## src/rtl/pwr_mode_pkg.sv

```systemverilog
package pwr_mode_pkg;
  typedef enum logic [1:0] {
    MODE_RUN   = 2'd0,
    MODE_IDLE  = 2'd1,
    MODE_PDOWN = 2'd2
  } pwr_mode_e;

  localparam int BIT_IDLE = 0;
  localparam int BIT_PD   = 1;
endpackage

```

## src/rtl/pwr_ctl_reg.sv

```systemverilog
module pwr_ctl_reg
  import pwr_mode_pkg::*;
#(
  parameter int ADDR_W = 8,
  parameter int DATA_W = 8,
  parameter logic [ADDR_W-1:0] REG_ADDR = 'h87
) (
  input  logic              clk,
  input  logic              rst_i,
  input  logic              sys_rst_i,
  input  logic              wr_i,
  input  logic [ADDR_W-1:0] addr_i,
  input  logic [DATA_W-1:0] wdata_i,
  input  logic              irq_i,
  output logic [DATA_W-1:0] q_o
);
  logic [DATA_W-1:0] q;
  logic [DATA_W-1:0] wdata_fix;
  logic              wr_hit;

  // power-down locks the register against software until a reset
  assign wr_hit = wr_i && (addr_i == REG_ADDR) && !q[BIT_PD];

  always_comb begin
    wdata_fix = wdata_i;
    if (wdata_i[BIT_PD]) wdata_fix[BIT_IDLE] = 1'b0;
  end

  always_ff @(posedge clk) begin
    if (rst_i || sys_rst_i) begin
      q <= '0;
    end else if (wr_hit) begin
      q <= wdata_fix;
    end else if (irq_i && q[BIT_IDLE]) begin
      q[BIT_IDLE] <= 1'b0;
    end
  end

  assign q_o = q;


  idle_wake_chk: assert property (@(posedge clk) disable iff (rst_i)
    (q[BIT_IDLE] && irq_i && !wr_hit && !sys_rst_i) |=> !q[BIT_IDLE]);


  pd_hold_chk: assert property (@(posedge clk) disable iff (rst_i)
    (q[BIT_PD] && !sys_rst_i) |=> (q[BIT_PD] && $stable(q)));


  mode_excl_chk: assert property (@(posedge clk) disable iff (rst_i)
    !(q[BIT_IDLE] && q[BIT_PD]));
endmodule

```

## src/rtl/pwr_rst_seq.sv

```systemverilog
module pwr_rst_seq #(
  parameter int CLKS_PER_MC = 12,
  parameter int EXT_RST_MC  = 2,
  parameter int INT_RST_MC  = 3
) (
  input  logic clk,
  input  logic rst_i,
  input  logic ext_rst_i,
  input  logic int_rst_req_i,
  output logic sys_rst_o
);
  localparam int EXT_LEN = CLKS_PER_MC * EXT_RST_MC;
  localparam int INT_LEN = CLKS_PER_MC * INT_RST_MC;
  localparam int EW      = $clog2(EXT_LEN + 1);
  localparam int IW      = $clog2(INT_LEN + 1);

  logic [EW-1:0] ext_cnt;
  logic [IW-1:0] int_cnt;
  logic [IW-1:0] int_nxt;
  logic          ext_term;
  logic          rst_q;

  assign ext_term = ext_rst_i && (ext_cnt >= EW'(EXT_LEN - 1));

  always_comb begin
    if (int_cnt != '0)          int_nxt = int_cnt - 1'b1;
    else if (int_rst_req_i)     int_nxt = IW'(INT_LEN);
    else                        int_nxt = '0;
  end

  always_ff @(posedge clk) begin
    if (rst_i) begin
      ext_cnt <= '0;
      int_cnt <= '0;
      rst_q   <= 1'b1;
    end else begin
      if (!ext_rst_i)                    ext_cnt <= '0;
      else if (ext_cnt != EW'(EXT_LEN))  ext_cnt <= ext_cnt + 1'b1;
      int_cnt <= int_nxt;
      rst_q   <= ext_term || (int_nxt != '0);
    end
  end

  assign sys_rst_o = rst_q;


  ext_cause_chk: assert property (@(posedge clk) disable iff (rst_i)
    ($rose(rst_q) && (int_cnt == '0)) |-> $past(ext_rst_i));


  int_start_chk: assert property (@(posedge clk) disable iff (rst_i)
    (int_rst_req_i && !rst_q) |=> rst_q);
endmodule

```

## src/rtl/pwr_clk_gate.sv

```systemverilog
module pwr_clk_gate
  import pwr_mode_pkg::*;
(
  input  logic      clk,
  input  logic      rst_i,
  input  logic      idle_i,
  input  logic      pd_i,
  input  logic      ext_rst_i,
  input  logic      int_rst_req_i,
  input  logic      sys_rst_i,
  output logic      cpu_en_o,
  output logic      per_en_o,
  output logic      osc_en_o,
  output pwr_mode_e mode_o
);
  logic      cpu_en_q, per_en_q, osc_en_q;
  pwr_mode_e mode_q;

  always_ff @(posedge clk) begin
    if (rst_i) begin
      cpu_en_q <= 1'b1;
      per_en_q <= 1'b1;
      osc_en_q <= 1'b1;
      mode_q   <= MODE_RUN;
    end else begin
      cpu_en_q <= !(idle_i || pd_i);
      per_en_q <= !pd_i;
      // any reset cause wakes the oscillator before the reset qualifies
      osc_en_q <= !pd_i || ext_rst_i || int_rst_req_i || sys_rst_i;
      if (pd_i)        mode_q <= MODE_PDOWN;
      else if (idle_i) mode_q <= MODE_IDLE;
      else             mode_q <= MODE_RUN;
    end
  end

  assign cpu_en_o = cpu_en_q;
  assign per_en_o = per_en_q;
  assign osc_en_o = osc_en_q;
  assign mode_o   = mode_q;


  idle_gate_chk: assert property (@(posedge clk) disable iff (rst_i)
    (mode_q == MODE_IDLE) |-> (!cpu_en_q && per_en_q && osc_en_q));


  pd_gate_chk: assert property (@(posedge clk) disable iff (rst_i)
    (mode_q == MODE_PDOWN) |-> (!cpu_en_q && !per_en_q));
endmodule

```

## src/rtl/pwr_mode_ctrl.sv

```systemverilog
module pwr_mode_ctrl
  import pwr_mode_pkg::*;
#(
  parameter int ADDR_W      = 8,
  parameter int DATA_W      = 8,
  parameter logic [ADDR_W-1:0] REG_ADDR = 'h87,
  parameter int CLKS_PER_MC = 12,
  parameter int EXT_RST_MC  = 2,
  parameter int INT_RST_MC  = 3
) (
  input  logic              clk,
  input  logic              rst_i,
  input  logic              sfr_wr_i,
  input  logic [ADDR_W-1:0] sfr_addr_i,
  input  logic [DATA_W-1:0] sfr_wdata_i,
  input  logic              irq_i,
  input  logic              ext_rst_i,
  input  logic              int_rst_req_i,
  output logic [DATA_W-1:0] ctl_reg_o,
  output logic              sys_rst_o,
  output logic              cpu_clk_en_o,
  output logic              per_clk_en_o,
  output logic              osc_en_o,
  output logic              lvd_en_o,
  output logic [1:0]        mode_o
);
  logic [DATA_W-1:0] ctl_q;
  logic              sys_rst;
  pwr_mode_e         mode;

  pwr_rst_seq #(
    .CLKS_PER_MC(CLKS_PER_MC),
    .EXT_RST_MC (EXT_RST_MC),
    .INT_RST_MC (INT_RST_MC)
  ) u_rst_seq (
    .clk          (clk),
    .rst_i        (rst_i),
    .ext_rst_i    (ext_rst_i),
    .int_rst_req_i(int_rst_req_i),
    .sys_rst_o    (sys_rst)
  );

  pwr_ctl_reg #(
    .ADDR_W  (ADDR_W),
    .DATA_W  (DATA_W),
    .REG_ADDR(REG_ADDR)
  ) u_ctl_reg (
    .clk      (clk),
    .rst_i    (rst_i),
    .sys_rst_i(sys_rst),
    .wr_i     (sfr_wr_i),
    .addr_i   (sfr_addr_i),
    .wdata_i  (sfr_wdata_i),
    .irq_i    (irq_i),
    .q_o      (ctl_q)
  );

  pwr_clk_gate u_clk_gate (
    .clk          (clk),
    .rst_i        (rst_i),
    .idle_i       (ctl_q[BIT_IDLE]),
    .pd_i         (ctl_q[BIT_PD]),
    .ext_rst_i    (ext_rst_i),
    .int_rst_req_i(int_rst_req_i),
    .sys_rst_i    (sys_rst),
    .cpu_en_o     (cpu_clk_en_o),
    .per_en_o     (per_clk_en_o),
    .osc_en_o     (osc_en_o),
    .mode_o       (mode)
  );

  assign ctl_reg_o = ctl_q;
  assign sys_rst_o = sys_rst;
  assign mode_o    = mode;
  assign lvd_en_o  = 1'b1;


  osc_in_rst_chk: assert property (@(posedge clk) disable iff (rst_i)
    sys_rst |-> osc_en_o);


  rst_clear_chk: assert property (@(posedge clk) disable iff (rst_i)
    sys_rst |=> (ctl_q == '0));
endmodule

```

## config.mk

```make
export PLATFORM = sky130hd
export DESIGN_NAME = pwr_mode_ctrl
export DESIGN_NICKNAME = d
export VERILOG_FILES = /design/src/rtl/pwr_mode_pkg.sv /design/src/rtl/pwr_ctl_reg.sv /design/src/rtl/pwr_rst_seq.sv /design/src/rtl/pwr_clk_gate.sv /design/src/rtl/pwr_mode_ctrl.sv
export SDC_FILE = /design/constraint.sdc
export NUM_CORES = 1
export LEC_CHECK = 0
export ABC_AREA = 0
export BUFFER_PORTS_ARGS = -buffer_cell sky130_fd_sc_hd__buf_2
export CORE_MARGIN = 10
export CORE_UTILIZATION = 48
export CTS_CLUSTER_DIAMETER = 40
export DETAILED_ROUTE_END_ITERATION = 8
export PLACE_DENSITY_LB_ADDON = 0.05
export SETUP_SLACK_MARGIN = 0.3
export SYNTH_ARGS = -nofsm -noshare
export SYNTH_HDL_FRONTEND = slang
export SYNTH_HIERARCHICAL = 1
export SYNTH_SLANG_ARGS = --single-unit
```

## constraint.sdc

```tcl
create_clock -name clk -period 2 [get_ports clk]
set_input_delay 0.4 -clock clk [delete_from_list [all_inputs] [get_ports clk]]
set_output_delay 0.4 -clock clk [all_outputs]
set_load 0.01 [all_outputs]
```

* Yosys cells after proc, flatten, opt, wreduce, memory -nomap -nowiden
Index checks and enable logic that the tools add are counted.
Operators by class: $add $sub $neg 2, reductions and logical operators 17, muxes and demuxes 7, bitwise operators 1, equal/unequal tests 2, magnitude comparators 1
Operators with widths (count):
- $mux 6 | 2
- $reduce_bool 6->1 | 2
- $eq 8x8->1 const B | 1
- $logic_or 1x1->1 | 6
- $sub 6x1->6 const B | 1
- $add 5x1->5 const B | 1
- $ge 5x5->1 const B | 1
- $ne 5x5->1 const B | 1
- $logic_and 1x1->1 | 4
- $mux 1 | 4
- $reduce_or 2->1 | 2
- $logic_not 1->1 | 2
- $mux 2 | 1
- $reduce_bool 2->1 | 1
- $not 1->1 | 1
Word-level totals: logic and storage cells 40, output and inout bits 15, bits of input ports 22, bits in registers 25

* Logic depth before layout (Yosys ltp)
depth in word-level cells 4, depth in mapped cells 6, gate-level depth less buffers 6

* Cells and area by module
The synthesis kept the hierarchy.
Modules (own cells, without submodules):
- pwr_rst_seq | seq. area each 240.2 um^2, area each 586.8 um^2, instances 1, cells an instance 65
- pwr_ctl_reg | seq. area each 160.2 um^2, area each 356.6 um^2, instances 1, cells an instance 38
- pwr_clk_gate | seq. area each 100.1 um^2, area each 140.1 um^2, instances 1, cells an instance 10
- pwr_mode_ctrl | seq. area each 0.0 um^2, area each 11.3 um^2, instances 1, cells an instance 2

* Worst setup path after synthesis
OpenSTA, ideal clock, no wires.
kind input-to-reg, from input port sfr_addr_i[3], to register u_ctl_reg.q[0] (netlist: u_ctl_reg/q_o[0]), stages 4, buffers on the path 1, library setup time 121 ps, data required time 1879 ps, setup slack 426 ps, arrival 1453 ps, cells stage by stage nand4b_1 > or4_1 > buf_6 > mux2_4
Between the ends: cells in the longest elaborated chain, start to end 4, elaborated cells between the ends (all ways) 5, those cells by class eq/ne: 1; mux: 1; reduce/logical: 3
Ends and longest elaborated chain:
- start: declaration | line pwr_mode_ctrl.sv:14 | input logic [ADDR_W-1:0] sfr_addr_i,
- $eq 8x8->1 * | line pwr_ctl_reg.sv:22 | assign wr_hit = wr_i && (addr_i == REG_ADDR) && !q[BIT_PD];
- $logic_and 1x1->1 * (2 in series) | line pwr_ctl_reg.sv:22
- $mux 1 or $reduce_bool 2->1 (tied branches)
- end signal: assignment | line pwr_ctl_reg.sv:33 | q <= wdata_fix;
- end: declaration | line pwr_ctl_reg.sv:17 | logic [DATA_W-1:0] q;
Mark *: on every way between the ends. The rest lies on a longest branch, timed or not. A chain may end at the register's enable or synchronous reset.

* Final worst setup path
from register u_rst_seq.int_cnt[0], to register u_rst_seq.rst_q (netlist: u_rst_seq/sys_rst_o)
Between the ends: cells in the longest elaborated chain, start to end 4, elaborated cells between the ends (all ways) 5, those cells by class add/sub: 1; mux: 1; reduce/logical: 3
Ends and longest elaborated chain:
- start: declaration | line pwr_rst_seq.sv:18 | logic [IW-1:0] int_cnt;
- start signal: assignment | line pwr_rst_seq.sv:39 | int_cnt <= int_nxt;
- $sub 6x1->6 or $reduce_bool 6->1 (tied branches) | line pwr_rst_seq.sv:26 | if (int_cnt != '0) int_nxt = int_cnt - 1'b1;
- $mux 6 * | line pwr_rst_seq.sv:26
- $reduce_bool 6->1 * | line pwr_rst_seq.sv:40 | rst_q <= ext_term || (int_nxt != '0);
- $logic_or 1x1->1 * | line pwr_rst_seq.sv:40
- end signal: assignment | line pwr_rst_seq.sv:40
- end: declaration | line pwr_rst_seq.sv:21 | logic rst_q;
Marks and branches as above.

==> metrics <==
CP Launch Type flop; CTS Sinks 25; Ports 37; Final ANT Viol Nets 0; Worst Hold Class in2reg; worst-case reg-to-reg path depth 6; DRC 0; Setup Skew 0.00533 ns; CP startpoint u_rst_seq/int_cnt[0]$_SDFF_PP0_; Avg Inst Size Synth 9.52 um^2; hold_buf cts 0; instance count of the mapped netlist 115; sequential area share after synthesis 45.7%; WP buf/inv 1; Die X 67.8 um; # Post-CTS Setup Buffers 0; antenna violations before repair 0; Total GRT Usage under 10%; n_diodes 0; Post-DP Area roughly 0.0013 mm^2; Clk Latency, worst-skew pair 0.31 ns; Final GP Congestion 0.721; Die ar. approximately 0.0046 mm^2; Final setup viols 0; hold path depth 2; Layout area overhead 20.6%; CTS H-tree depth 1; syn nets 141; CP Depth 6; crit path cell chain inv_1, ha_1, nand2b_1, nor2_2, mux2i_1, nand4_1; die span in y between 60 and 70 um; Final Hold Viols 0; Seq cells post-synth 25; Design Area, Final 0.00132 mm^2; fill cell count 209; clock buffer depth 2; initial DRC count 30; slowest stage cell, crit path dfxtp_1; CP top delay family simple AND/OR/NAND/NOR gates; Core Footprint 0.00219 mm^2; Post-Syn Area 0.00109 mm^2; CP max FO 6; YS warnings 6; worst reg-to-reg setup slack roughly 0.47 ns; fin util between 60% and 70%; Total Wirelength 2.25 mm; maximum vdd drop approximately 0.00065 V; port bufs 35; Vias/cell 4.96; pin count of the biggest net entering global routing 15; Slew Viols, Final 0; reg-to-reg startpoint u_rst_seq/int_cnt[0]$_SDFF_PP0_; RSZ-0062 raised after global routing false; Max-Cap Viols 0; global-route wire length before repair 3.42 mm; Tmin final 1.53 ns; CTS tree done; CTS resizes 0; post-synth cell types 35; Fmax 654 MHz; WP data arrival 1.72 ns; grt ovf 0; vias in the first global route about 810; Worst EP required 2.19 ns; iteration count of the initial detailed-routing pass 4; WL/cell 12.5 um; CP Capture Type flop; Core Rows 17; outcome finished, final reports clean; post-detail-place hpwl 1.83 mm; share of layout cells above drive strength 1 29.6%; Hold Crit Start int_rst_req_i; Worst-path clk slew 0.13 ns; total negative slack 0 ns; crit-path max cell delay between 0.3 and 0.4 ns; crit path kind reg2reg; NumNets Final 179; total CTS buffers 3; PwrDens slightly below 1000 mW/mm^2; leakage 0.625 nW; via count 893; initial core utilization 50.0%; CTS root buffer clkbuf_4; Final Cycle Share 76.5%
[stage by stage]
stage	hold slack, ns	power [mW]	setup WS (ns)	cells
CTS	0.300	1.33	0.471	180
global placement	0.440	1.09	0.413	176
detailed placement	0.451	1.11	0.385	176
finish	0.307	1.31	0.471	180
floorplan	0.471	0.998	0.426	115
global route	0.307	1.42	0.367	180
[kinds of logic after synthesis]
group                      count (synthesis)  synth area share (%)
buffers and inverters                      9                  4.11
xor gates and xnor gates                   6                  4.80
DFF                                       25                  45.7
and+or+nand+nor                           49                  23.8
other                                      1                 0.343
muxes                                      8                  7.77
adders and majority gates                  4                  4.57
AOI/OAI and AO/OA                         13                  8.91
[cells in the mapped netlist]
master	instances	share of area, %
o21ai_0	1	0.46
buf_4	1	0.69
nand2b_4	1	1.3
o21bai_1	1	0.69
mux2i_1	7	6.4
nor4b_1	2	1.6
ha_1	4	4.6
dfxtp_1	25	46
o31a_1	1	0.80
nand4bb_1	1	1.0
buf_6	1	1.0
or4_1	2	1.4
conb_1	1	0.34
nand4b_1	2	1.6
mux2_4	1	1.4
nor2_1	11	3.8
nand3_1	2	0.91
a21boi_0	1	0.69
a311oi_2	1	1.4
o31ai_1	1	0.69
nor2_2	1	0.57
xnor2_1	2	1.6
inv_1	5	1.7
a21oi_1	2	0.91
nand2_1	16	5.5
nor3b_1	1	0.69
nand2b_1	2	1.1
clkbuf_1	2	0.69
nor3_1	6	2.7
a21o_1	2	1.4
o22a_1	1	0.80
a31oi_1	2	1.1
or3_4	1	1.0
xor2_1	4	3.2
nand4_1	1	0.57
[report_power, final]
part           leakage, nW  switching (mW)  total, mW  internal (mW)
sequential           0.203          0.0652      0.623          0.558
combinational        0.407           0.249      0.473          0.224
clock               0.0150           0.139      0.216         0.0777
[metal layers]
metal	part of all wire (%)	global-route usage, %	vias to the layer above
met5	0	0	-
met4	0.76	4.62	0
met3	7.5	2.64	2
met2	51	15.8	21
met1	41	10.8	404
li1	-	-	466
[path summary, 6_finish.rpt]
check | endpoint
setup / recovery | u_rst_seq/sys_rst_o$_SDFF_PP1_
hold / removal | u_clk_gate/osc_en_o$_SDFF_PP1_
setup reg to reg | u_rst_seq/sys_rst_o$_SDFF_PP1_
hold reg to reg | u_ctl_reg/q_o[5]$_SDFFE_PP0P_
[worst register-to-register path, cell delays in order, from the launching register on]
cell and delay [ns]:
dfxtp_1 0.38, inv_1 0.10, ha_1 0.19, nand2b_1 0.15, nor2_2 0.22, mux2i_1 0.27, nand4_1 0.11
[flip-flops by register name (all words and copies together) (netlist names)]
signal               flops
u_ctl_reg/q_o            8
u_rst_seq/int_cnt        6
u_rst_seq/ext_cnt        5
u_clk_gate/mode_o        2
u_clk_gate/cpu_en_o      1
u_clk_gate/osc_en_o      1
u_clk_gate/per_en_o      1
u_rst_seq/sys_rst_o      1
[placed cells by master (no fill, tap or decap), drive strengths merged, types with 2 or more instances in the layout]
master / Yosys / routed
a21o: 2 / 2
ha: 4 / 4
or4: 2 / 2
dfxtp: 25 / 25
clkbuf: 2 / 4
nor2: 12 / 12
a31oi: 2 / 2
mux2i: 7 / 7
a21oi: 2 / 2
nor3: 6 / 6
nand2b: 3 / 3
buf: 2 / 37
xnor2: 2 / 2
xor2: 4 / 4
nand3: 2 / 2
nor4b: 2 / 2
inv: 5 / 5
nand2: 16 / 16
nand4b: 2 / 2
[cell type report]
class / instances / area (um^2) / area share, %
multi-input combinational: 81 / 549 / 41.6
sequential: 25 / 500 / 37.9
timing repair buffer: 37 / 190 / 14.4
tap: 28 / 35.0 / 2.65
clock buffer: 4 / 26.3 / 1.99
inverter: 5 / 18.8 / 1.42
(Power assumes the default switching activity.)
